--- src/rtl/sxnu_pkg.sv ---
package sxnu_pkg;

    // Life cycle of one node store
    typedef enum logic [1:0] {
        BK_EMPTY = 2'd0,   // holds no node, next write starts a node
        BK_FILL  = 2'd1,   // collecting edges of a node
        BK_DRAIN = 2'd2    // node complete, extrinsic outputs streaming
    } bank_st_e;

endpackage

--- src/rtl/sxnu_bank.sv ---
module sxnu_bank
    import sxnu_pkg::*;
#(
    parameter int MAX_DEG = 8,
    parameter int MAG_W   = 8,
    parameter int ACC_W   = 13
) (
    input  logic                    clk,
    input  logic                    rst_n,
    input  logic                    wr_en,
    input  logic signed [MAG_W-1:0] wr_mag,
    input  logic                    wr_sgn,
    input  logic                    wr_last,
    input  logic                    intr_en,
    input  logic signed [MAG_W-1:0] intr_mag,
    input  logic                    intr_sgn,
    input  logic                    rd_en,
    output bank_st_e                st,
    output logic signed [MAG_W-1:0] rd_mag,
    output logic                    rd_sgn,
    output logic                    rd_last,
    output logic signed [ACC_W-1:0] tot,
    output logic                    par
);
    localparam int IDX_W = (MAX_DEG > 1) ? $clog2(MAX_DEG) : 1;
    localparam int CNT_W = $clog2(MAX_DEG + 1);

    bank_st_e                st_q, st_d;
    logic [CNT_W-1:0]        cnt_q, rd_idx_q, cnt_eff;
    logic signed [ACC_W-1:0] tot_q, base_tot, wr_ext, intr_ext;
    logic                    par_q, base_par;
    logic signed [MAG_W-1:0] mag_mem [MAX_DEG];
    logic                    sgn_mem [MAX_DEG];
    logic [IDX_W-1:0]        wr_ptr, rd_ptr;

    // State register
    always_ff @(posedge clk or negedge rst_n) begin
        if (!rst_n) st_q <= BK_EMPTY;
        else        st_q <= st_d;
    end

    // Transitions: START (empty->fill), CLOSE (fill->drain),
    // SINGLE (empty->drain for degree one), RELEASE (drain->empty)
    always_comb begin
        st_d = st_q;
        unique case (st_q)
            BK_EMPTY: if (wr_en) st_d = wr_last ? BK_DRAIN : BK_FILL;
            BK_FILL:  if (wr_en && wr_last) st_d = BK_DRAIN;
            BK_DRAIN: if (rd_en && rd_last) st_d = BK_EMPTY;
            default:  st_d = BK_EMPTY;
        endcase
    end

    assign wr_ext   = {{(ACC_W-MAG_W){wr_mag[MAG_W-1]}}, wr_mag};
    assign intr_ext = intr_en ? {{(ACC_W-MAG_W){intr_mag[MAG_W-1]}}, intr_mag} : '0;
    assign cnt_eff  = (st_q == BK_EMPTY) ? '0 : cnt_q;
    assign base_tot = (st_q == BK_EMPTY) ? intr_ext : tot_q;
    assign base_par = (st_q == BK_EMPTY) ? (intr_en & intr_sgn) : par_q;
    assign wr_ptr   = cnt_eff[IDX_W-1:0];
    assign rd_ptr   = rd_idx_q[IDX_W-1:0];

    // Running total, parity and counters
    always_ff @(posedge clk or negedge rst_n) begin
        if (!rst_n) begin
            tot_q    <= '0;
            par_q    <= 1'b0;
            cnt_q    <= '0;
            rd_idx_q <= '0;
        end else begin
            if (wr_en) begin
                tot_q <= base_tot + wr_ext;
                par_q <= base_par ^ wr_sgn;
                cnt_q <= cnt_eff + CNT_W'(1);
            end
            if (wr_en && wr_last)  rd_idx_q <= '0;
            else if (rd_en)        rd_idx_q <= rd_idx_q + CNT_W'(1);
        end
    end

    // Edge store, written in arrival order
    always_ff @(posedge clk) begin
        if (wr_en) begin
            mag_mem[wr_ptr] <= wr_mag;
            sgn_mem[wr_ptr] <= wr_sgn;
        end
    end

    // Outputs of the store
    always_comb begin
        st      = st_q;
        tot     = tot_q;
        par     = par_q;
        rd_mag  = mag_mem[rd_ptr];
        rd_sgn  = sgn_mem[rd_ptr];
        rd_last = (rd_idx_q + CNT_W'(1)) == cnt_q;
    end

endmodule

--- src/rtl/sxnu_extr.sv ---
module sxnu_extr #(
    parameter int MAG_W = 8,
    parameter int ACC_W = 13
) (
    input  logic signed [ACC_W-1:0] tot,
    input  logic                    par,
    input  logic signed [MAG_W-1:0] own_mag,
    input  logic                    own_sgn,
    output logic signed [MAG_W-1:0] ext_mag,
    output logic                    ext_sgn
);
    localparam int SAT_HI = 2 ** (MAG_W - 1) - 1;
    localparam int SAT_LO = -(2 ** (MAG_W - 1));

    logic signed [ACC_W-1:0] diff;

    always_comb begin
        diff    = tot - {{(ACC_W-MAG_W){own_mag[MAG_W-1]}}, own_mag};
        ext_sgn = par ^ own_sgn;
        if (int'(diff) > SAT_HI)
            ext_mag = {1'b0, {(MAG_W-1){1'b1}}};
        else if (int'(diff) < SAT_LO)
            ext_mag = {1'b1, {(MAG_W-1){1'b0}}};
        else
            ext_mag = diff[MAG_W-1:0];
    end

endmodule

--- src/rtl/sxnu_top.sv ---
module sxnu_top
    import sxnu_pkg::*;
#(
    parameter int MAX_DEG = 8,
    parameter int MAG_W   = 8
) (
    input  logic                    clk,
    input  logic                    rst_n,
    input  logic                    intr_en,
    input  logic signed [MAG_W-1:0] intr_mag,
    input  logic                    intr_sgn,
    input  logic                    in_valid,
    input  logic signed [MAG_W-1:0] in_mag,
    input  logic                    in_sgn,
    input  logic                    in_last,
    output logic                    in_ready,
    output logic                    out_valid,
    output logic signed [MAG_W-1:0] out_mag,
    output logic                    out_sgn,
    output logic                    out_last
);
    localparam int ACC_W   = MAG_W + $clog2(MAX_DEG + 1) + 1;
    localparam int N_BANKS = 2;

    logic                    wr_sel, rd_sel, accept;
    bank_st_e                bk_st   [N_BANKS];
    logic signed [MAG_W-1:0] bk_mag  [N_BANKS];
    logic                    bk_sgn  [N_BANKS];
    logic                    bk_last [N_BANKS];
    logic signed [ACC_W-1:0] bk_tot  [N_BANKS];
    logic                    bk_par  [N_BANKS];

    assign in_ready  = bk_st[wr_sel] != BK_DRAIN;
    assign accept    = in_valid && in_ready;
    assign out_valid = bk_st[rd_sel] == BK_DRAIN;
    assign out_last  = out_valid && bk_last[rd_sel];

    for (genvar g = 0; g < N_BANKS; g++) begin : g_bank
        sxnu_bank #(
            .MAX_DEG (MAX_DEG),
            .MAG_W   (MAG_W),
            .ACC_W   (ACC_W)
        ) u_bank (
            .clk      (clk),
            .rst_n    (rst_n),
            .wr_en    (accept && (wr_sel == 1'(g))),
            .wr_mag   (in_mag),
            .wr_sgn   (in_sgn),
            .wr_last  (in_last),
            .intr_en  (intr_en),
            .intr_mag (intr_mag),
            .intr_sgn (intr_sgn),
            .rd_en    (out_valid && (rd_sel == 1'(g))),
            .st       (bk_st[g]),
            .rd_mag   (bk_mag[g]),
            .rd_sgn   (bk_sgn[g]),
            .rd_last  (bk_last[g]),
            .tot      (bk_tot[g]),
            .par      (bk_par[g])
        );
    end

    // Store selection: write side flips on a closed node, read side on a drained one
    always_ff @(posedge clk or negedge rst_n) begin
        if (!rst_n) begin
            wr_sel <= 1'b0;
            rd_sel <= 1'b0;
        end else begin
            if (accept && in_last)    wr_sel <= ~wr_sel;
            if (out_valid && out_last) rd_sel <= ~rd_sel;
        end
    end

    sxnu_extr #(
        .MAG_W (MAG_W),
        .ACC_W (ACC_W)
    ) u_extr (
        .tot     (bk_tot[rd_sel]),
        .par     (bk_par[rd_sel]),
        .own_mag (bk_mag[rd_sel]),
        .own_sgn (bk_sgn[rd_sel]),
        .ext_mag (out_mag),
        .ext_sgn (out_sgn)
    );

endmodule

--- config.mk ---
export PLATFORM = sky130hd
export DESIGN_NAME = sxnu_top
export DESIGN_NICKNAME = d
export VERILOG_FILES = /design/src/rtl/sxnu_pkg.sv /design/src/rtl/sxnu_bank.sv /design/src/rtl/sxnu_extr.sv /design/src/rtl/sxnu_top.sv
export SDC_FILE = /design/constraint.sdc
export NUM_CORES = 1
export LEC_CHECK = 0
export CORE_MARGIN = 3
export CORE_UTILIZATION = 44
export CTS_CLUSTER_SIZE = 30
export DETAILED_ROUTE_END_ITERATION = 8
export SLEW_MARGIN = 10
export SYNTH_ARGS = -nofsm -noshare
export SYNTH_HDL_FRONTEND = slang
export SYNTH_SLANG_ARGS = --single-unit
--- constraint.sdc ---
create_clock -name clk -period 9.97 [get_ports clk]
set_input_delay 0.997 -clock clk [delete_from_list [all_inputs] [get_ports clk]]
set_output_delay 0.997 -clock clk [all_outputs]
set_load 0.01 [all_outputs]
After elaboration in Yosys (flattened, before gate mapping)

Memory sizes are Yosys's and may differ from the RTL's.
Cells that the tools add are included.

Bits in registers: 50
Memory bits (writable): 144
Input bits: 23
Output and inout bits: 12
Logic and storage cells: 114
Memories: 4

Add/sub/neg operators: 7
$lt $le $gt $ge: 4
Equality and inequality tests: 14
Multiplexer cells: 47
Bitwise operators: 8
Reduce and logical (&&, ||, !) cells: 18

Memories:

| name                     | words | width | rd ports | clocked after Yosys merged registers in | write ports | RTL line        | text |
|---|---|---|---|---|---|---|---|
| g_bank[0].u_bank.mag_mem | 8     | 8     | 1        | 0                                       | 1           | sxnu_bank.sv:32 | `logic signed [MAG_W-1:0] mag_mem [MAX_DEG];` |
| g_bank[1].u_bank.mag_mem | 8     | 8     | 1        | 0                                       | 1           | sxnu_bank.sv:32 |  |
| g_bank[0].u_bank.sgn_mem | 8     | 1     | 1        | 0                                       | 1           | sxnu_bank.sv:33 | `logic sgn_mem [MAX_DEG];` |
| g_bank[1].u_bank.sgn_mem | 8     | 1     | 1        | 0                                       | 1           | sxnu_bank.sv:33 |  |

Operators by type and width:

| cell                  | count |
|---|---|
| $mux W13              | 6 |
| $mux W8               | 5 |
| $add A13 B8 Y13       | 2 |
| $mux W2               | 13 |
| $mux W4               | 6 |
| $add A4 B1 Y4 const B | 4 |
| $mux W1               | 15 |
| $gt A13 B8 Y1 const B | 1 |
| $lt A13 B8 Y1 const B | 1 |
| $sub A13 B13 Y13      | 1 |
| $logic_and A1 B1 Y1   | 12 |
| $ne A2 B1 Y1 const B  | 6 |
| $pmux W2 S3           | 2 |
| $eq A4 B4 Y1          | 2 |
| $eq A2 B2 Y1 const B  | 3 |
| $reduce_and A3 Y1     | 2 |
| $eq A2 B1 Y1 const B  | 2 |
| $ge A2 B2 Y1 const B  | 2 |
| $logic_not A2 Y1      | 2 |
| $not A1 Y2            | 2 |
| $reduce_bool A2 Y1    | 2 |
| $xor A1 B1 Y1         | 3 |
| $ne A2 B2 Y1 const B  | 1 |
| $not A1 Y1            | 2 |
| $and A1 B1 Y1         | 1 |

Logic depth before layout (Yosys ltp)

Depth after elaboration: 10
Gate-level depth with buffers: 14

Hierarchy

Synthesis repeated with hierarchy kept, for this count alone.

Cell total of the unflattened synthesis: 812
Area, all modules: 10,575.1 um^2

By module, submodules not included:

| module                       | instances | cells each | area each (um^2) |
|---|---|---|---|
| sxnu_bank (g_bank[1].u_bank) | 1         | 329        | 4,600.7 |
| sxnu_bank (g_bank[0].u_bank) | 1         | 323        | 4,561.9 |
| sxnu_extr                    | 1         | 115        | 879.6 |
| sxnu_top                     | 1         | 45         | 533.0 |

Least setup slack after synthesis

No wires, ideal clock.

Path kind: reg-to-output
From: register g_bank[1].u_bank.rd_idx_q[0]
To: output port out_mag[2]
Arrival: 3.849 ns
Setup slack: 5.124 ns
Stages on the path, launching flop included: 14
Buffers on the path: 2
Path through: dfrtp_1 buf_2 buf_2 mux4_2 mux2_2 a21oi_1 ha_1 a21o_1 a221o_1 nand2_1 o211ai_1 nor4_1 a21oi_1 o21ai_1

Longest elaborated chain between the ends: 8
Elaborated cells between the ends (all ways): 9
Those cells by class: 1 x add/sub; 2 x order compare; 5 x mux; 1 x memory

RTL lines:

| what                                           | RTL line        | text |
|---|---|---|
| from (decl)                                    | sxnu_bank.sv:29 | `logic [CNT_W-1:0] cnt_q, rd_idx_q, cnt_eff;` |
| from (signal assigned)                         | sxnu_bank.sv:76 | `else if (rd_en) rd_idx_q <= rd_idx_q + CNT_W'(1);` |
| $mem_v2 Z8 W8 (*)                              | --              |  |
| $mux W8 (implied by the code) (*) (3 in a row) | sxnu_top.sv:80  | `.own_mag (bk_mag[rd_sel]),` |
| $sub A13 B13 Y13 (*)                           | sxnu_extr.sv:18 | `diff = tot - {{(ACC_W-MAG_W){own_mag[MAG_W-1]}}, own_mag};` |
| $lt A13 B8 Y1                                  | sxnu_extr.sv:22 | `else if (int'(diff) < SAT_LO)` |
| $mux W8                                        | sxnu_extr.sv:22 |  |
| $mux W8 (*)                                    | sxnu_extr.sv:20 | `if (int'(diff) > SAT_HI)` |
| to (decl)                                      | sxnu_top.sv:18  | `output logic signed [MAG_W-1:0] out_mag,` |

Every way passes the cells marked *; elsewhere a longest branch is shown, timed or not. The select of a mux whose other input is x is not followed.

Worst setup path in the final report

From: register g_bank[0].u_bank.rd_idx_q[1]
To: output port out_mag[6]

Longest elaborated chain between the ends: 8
Elaborated cells between the ends (all ways): 9
Those cells by class: 1 x add/sub; 2 x order compare; 5 x mux; 1 x memory

RTL lines:

| what                                           | RTL line |
|---|---|
| from (decl)                                    | sxnu_bank.sv:29 |
| from (signal assigned)                         | sxnu_bank.sv:76 |
| $mem_v2 Z8 W8 (*)                              | -- |
| $mux W8 (implied by the code) (*) (3 in a row) | sxnu_top.sv:80 |
| $sub A13 B13 Y13 (*)                           | sxnu_extr.sv:18 |
| $lt A13 B8 Y1                                  | sxnu_extr.sv:22 |
| $mux W8                                        | sxnu_extr.sv:22 |
| $mux W8 (*)                                    | sxnu_extr.sv:20 |

Marked as above.

==> impl_metrics.json <==
{
  "rsz0062_at_grt": "false",
  "maxCapViolCount": 0,
  "layout_commonest_cell": "edfxtp_1",
  "yosysTopAreaCell": "edfxtp_1",
  "routed_wl_um": 22700,
  "fin_nets": 877,
  "synth_cell_types": 60,
  "worstPathArrival_ns": 5.35,
  "hold_path.class": "register to register",
  "synth_top_area_share_pct": 43.6,
  "clockBufferDepth": 2,
  "ys_warn_count": 0,
  "finalCriticalPeriod_ns": 6.35,
  "finalPower_uw": 4010,
  "ios": 35,
  "die_area_um2": 24400,
  "final_cell_mix": "144 x edfxtp_1, 89 x nand2_1, 51 x o21ai_0",
  "synth.avg_cell_area_um2": 12.7,
  "timing.final.crit_share_pct": 63.7,
  "grt_usage_pct": 19.3,
  "max_freq_ghz": 0.158,
  "grt_pass1_vias": 6375,
  "cts_resized": 0,
  "ys_seq_area_share_pct": 56.2,
  "drc": 0,
  "synthTopCellsByArea": "edfxtp_1 44%, dfrtp_1 13%, mux4_2 8.2%",
  "dp.final_hpwl_um": 15700,
  "rows": 54,
  "die_h_um": 156,
  "cts-root-buf": "clkbuf_16",
  "slew_headroom_pct": 22.9,
  "start_kind": "register",
  "postCtsSetupRepairBufs": 0,
  "core_area_um2": 22000,
  "portBuffers": 34,
  "grt_start_max_net_pins": 51,
  "first_iter_violations": 481,
  "synth_nets": 847,
  "status": "completed",
  "cts.clk_slew.worst_paths_ns": 0.08,
  "place_area_um2": 10600,
  "area_growth_pct": 12.2,
  "viasPerCell": 5.70,
  "htreeDepth": 4,
  "slew_viol_final": 0,
  "grt_overflow": 0,
  "synth_edf_count": 144,
  "cts_sinks": 194,
  "ir_drop_v": 0.000226,
  "vias": 6289,
  "fin_skew_ns": 0.0147,
  "critPathRequiredTime_ns": 8.97,
  "power_density_nw_per_um2": 360,
  "hold_viol_final": 0,
  "p_leak_uw": 0.00412,
  "grt_antenna_before_repair": 0,
  "gp_congestion": 0.820,
  "grt_pass1_wl_um": 35700,
  "syn_area_um2": 9920,
  "syn_inst": 781,
  "wire_per_inst_um": 20.5,
  "crit_path_end_kind": "primary output",
  "setup_violations": 0,
  "ys.flop_type": "edfxtp_1",
  "cts_hold_buf": 0,
  "tightest_slew_ns": 1.15,
  "crit_type": "register to primary output",
  "antenna_cells": 0,
  "fillers": 1862,
  "cts_tree": "yes",
  "dr.pass1.iters": 5,
  "cts_inserted_buffers": 17,
  "ys_ff_latch": 194,
  "dieWidth_um": 156,
  "totalNegativeSetupSlack_ns": 0,
  "worstSkewPairLatency_ns": 0.43,
  "worstPathMaxFanout": 21,
  "design_area_um2": 11100,
  "async_flop_share_pct": 25.8,
  "drive_gt1_share_pct": 13.0,
  "initial_core_util_pct": 45.2,
  "ant_nets": 0
}
cell families after synthesis:
group | Yosys count | share of synthesized area, %
simple gates | 208 | 9.39
flops | 194 | 56.2
compound gates | 175 | 11.1
mux | 69 | 11.7
xor+xnor | 46 | 4.06
buf+inv | 46 | 1.83
fa+ha+maj | 43 | 5.65
through the flow:
step	hold WS, ns	worst slack [ns]	instances	util [%]
after CTS	0.460	3.62	1103	50.7
after global placement	0.442	4.22	1072	48.1
after global routing	0.483	3.18	1103	50.7
final	0.464	3.62	1103	50.7
after detailed placement	0.455	4.10	1072	48.1
after floorplan	0.426	5.12	781	-
routing by layer:
metal  routed length (um)  GRT usage (%)
met2                10600           30.3
met5                    0              0
met1                10600           27.6
met3                  839           2.97
met4                  571           6.67
report_power, final:
group,switching [uW],internal [uW],total (uW)
logic,1180,1020,2190
registers,158,999,1160
clock network,324,332,656
total,1660,2350,4010
cells in the mapped netlist, drive strengths merged, types with 3 or more instances:
cell type	number
edfxtp	144
nand2	89
o21ai	64
dfrtp	50
nor2	42
ha	40
mux4	36
a21oi	34
xnor2	28
clkbuf	27
a21o	21
nor3	21
mux2	19
xor2	18
nand3	17
mux2i	14
o21a	12
inv	11
nand2b	9
buf	8
nor2b	8
or2	6
a211oi	5
and2	5
a31oi	4
o211ai	4
o21bai	4
o31ai	4
and3	3
fa	3
o41ai	3
or3	3
flip-flops by register name, summed over array words and instances, names as in the netlist:
| register | flops |
|---|---|
| g_bank.u_bank.rd_idx_q | 8 |
| g_bank.u_bank.sgn_mem | 16 |
| g_bank.u_bank.mag_mem | 128 |
| wr_sel | 1 |
| rd_sel | 1 |
| g_bank.u_bank.par | 2 |
| g_bank.u_bank.st | 4 |
| g_bank.u_bank.cnt_q | 8 |
| g_bank.u_bank.tot | 26 |
cell type report:
cell class	count	area, um^2	area share [%]
Clock buffer	17	425	3.82
Clock inverter	14	136	1.23
Inverter	11	41.3	0.371
Multi-Input combinational cell	541	4170	37.5
Sequential cell	194	5580	50.1
Tap cell	280	350	3.15
Timing Repair Buffer	46	425	3.82
worst max-delay path: stages (launching register included):
cell	delay [ns]
dfrtp_1	0.97
mux4_2	0.41
nor2b_1	0.14
a211oi_1	0.35
a21oi_1	0.11
ha_1	0.25
fa_1	0.42
and3b_1	0.26
o21ai_1	0.11
a32oi_1	0.31
xnor2_1	0.14
nor4_1	0.49
a21oi_1	0.23
o21ai_1	0.18
clkdlybuf4s50_1	0.55
worst paths after layout:
path	cells after the start	startpoint	slack (ns)	to
setup / recovery	14	g_bank[0].u_bank.rd_idx_q[1]	3.62	out_mag[6]
hold / removal	1	g_bank[1].u_bank.st[1]	0.46	g_bank[1].u_bank.st[0]
setup reg to reg	12	g_bank[0].u_bank.st[0]	6.39	g_bank[0].u_bank.tot[12]
hold reg to reg	1	g_bank[1].u_bank.st[1]	0.46	g_bank[1].u_bank.st[0]
max in group asynchronous	2	rst_n	8.78	g_bank[1].u_bank.rd_idx_q[0]
min in group asynchronous	2	rst_n	0.71	g_bank[1].u_bank.tot[9]
Power figures use the tool's default switching activity.
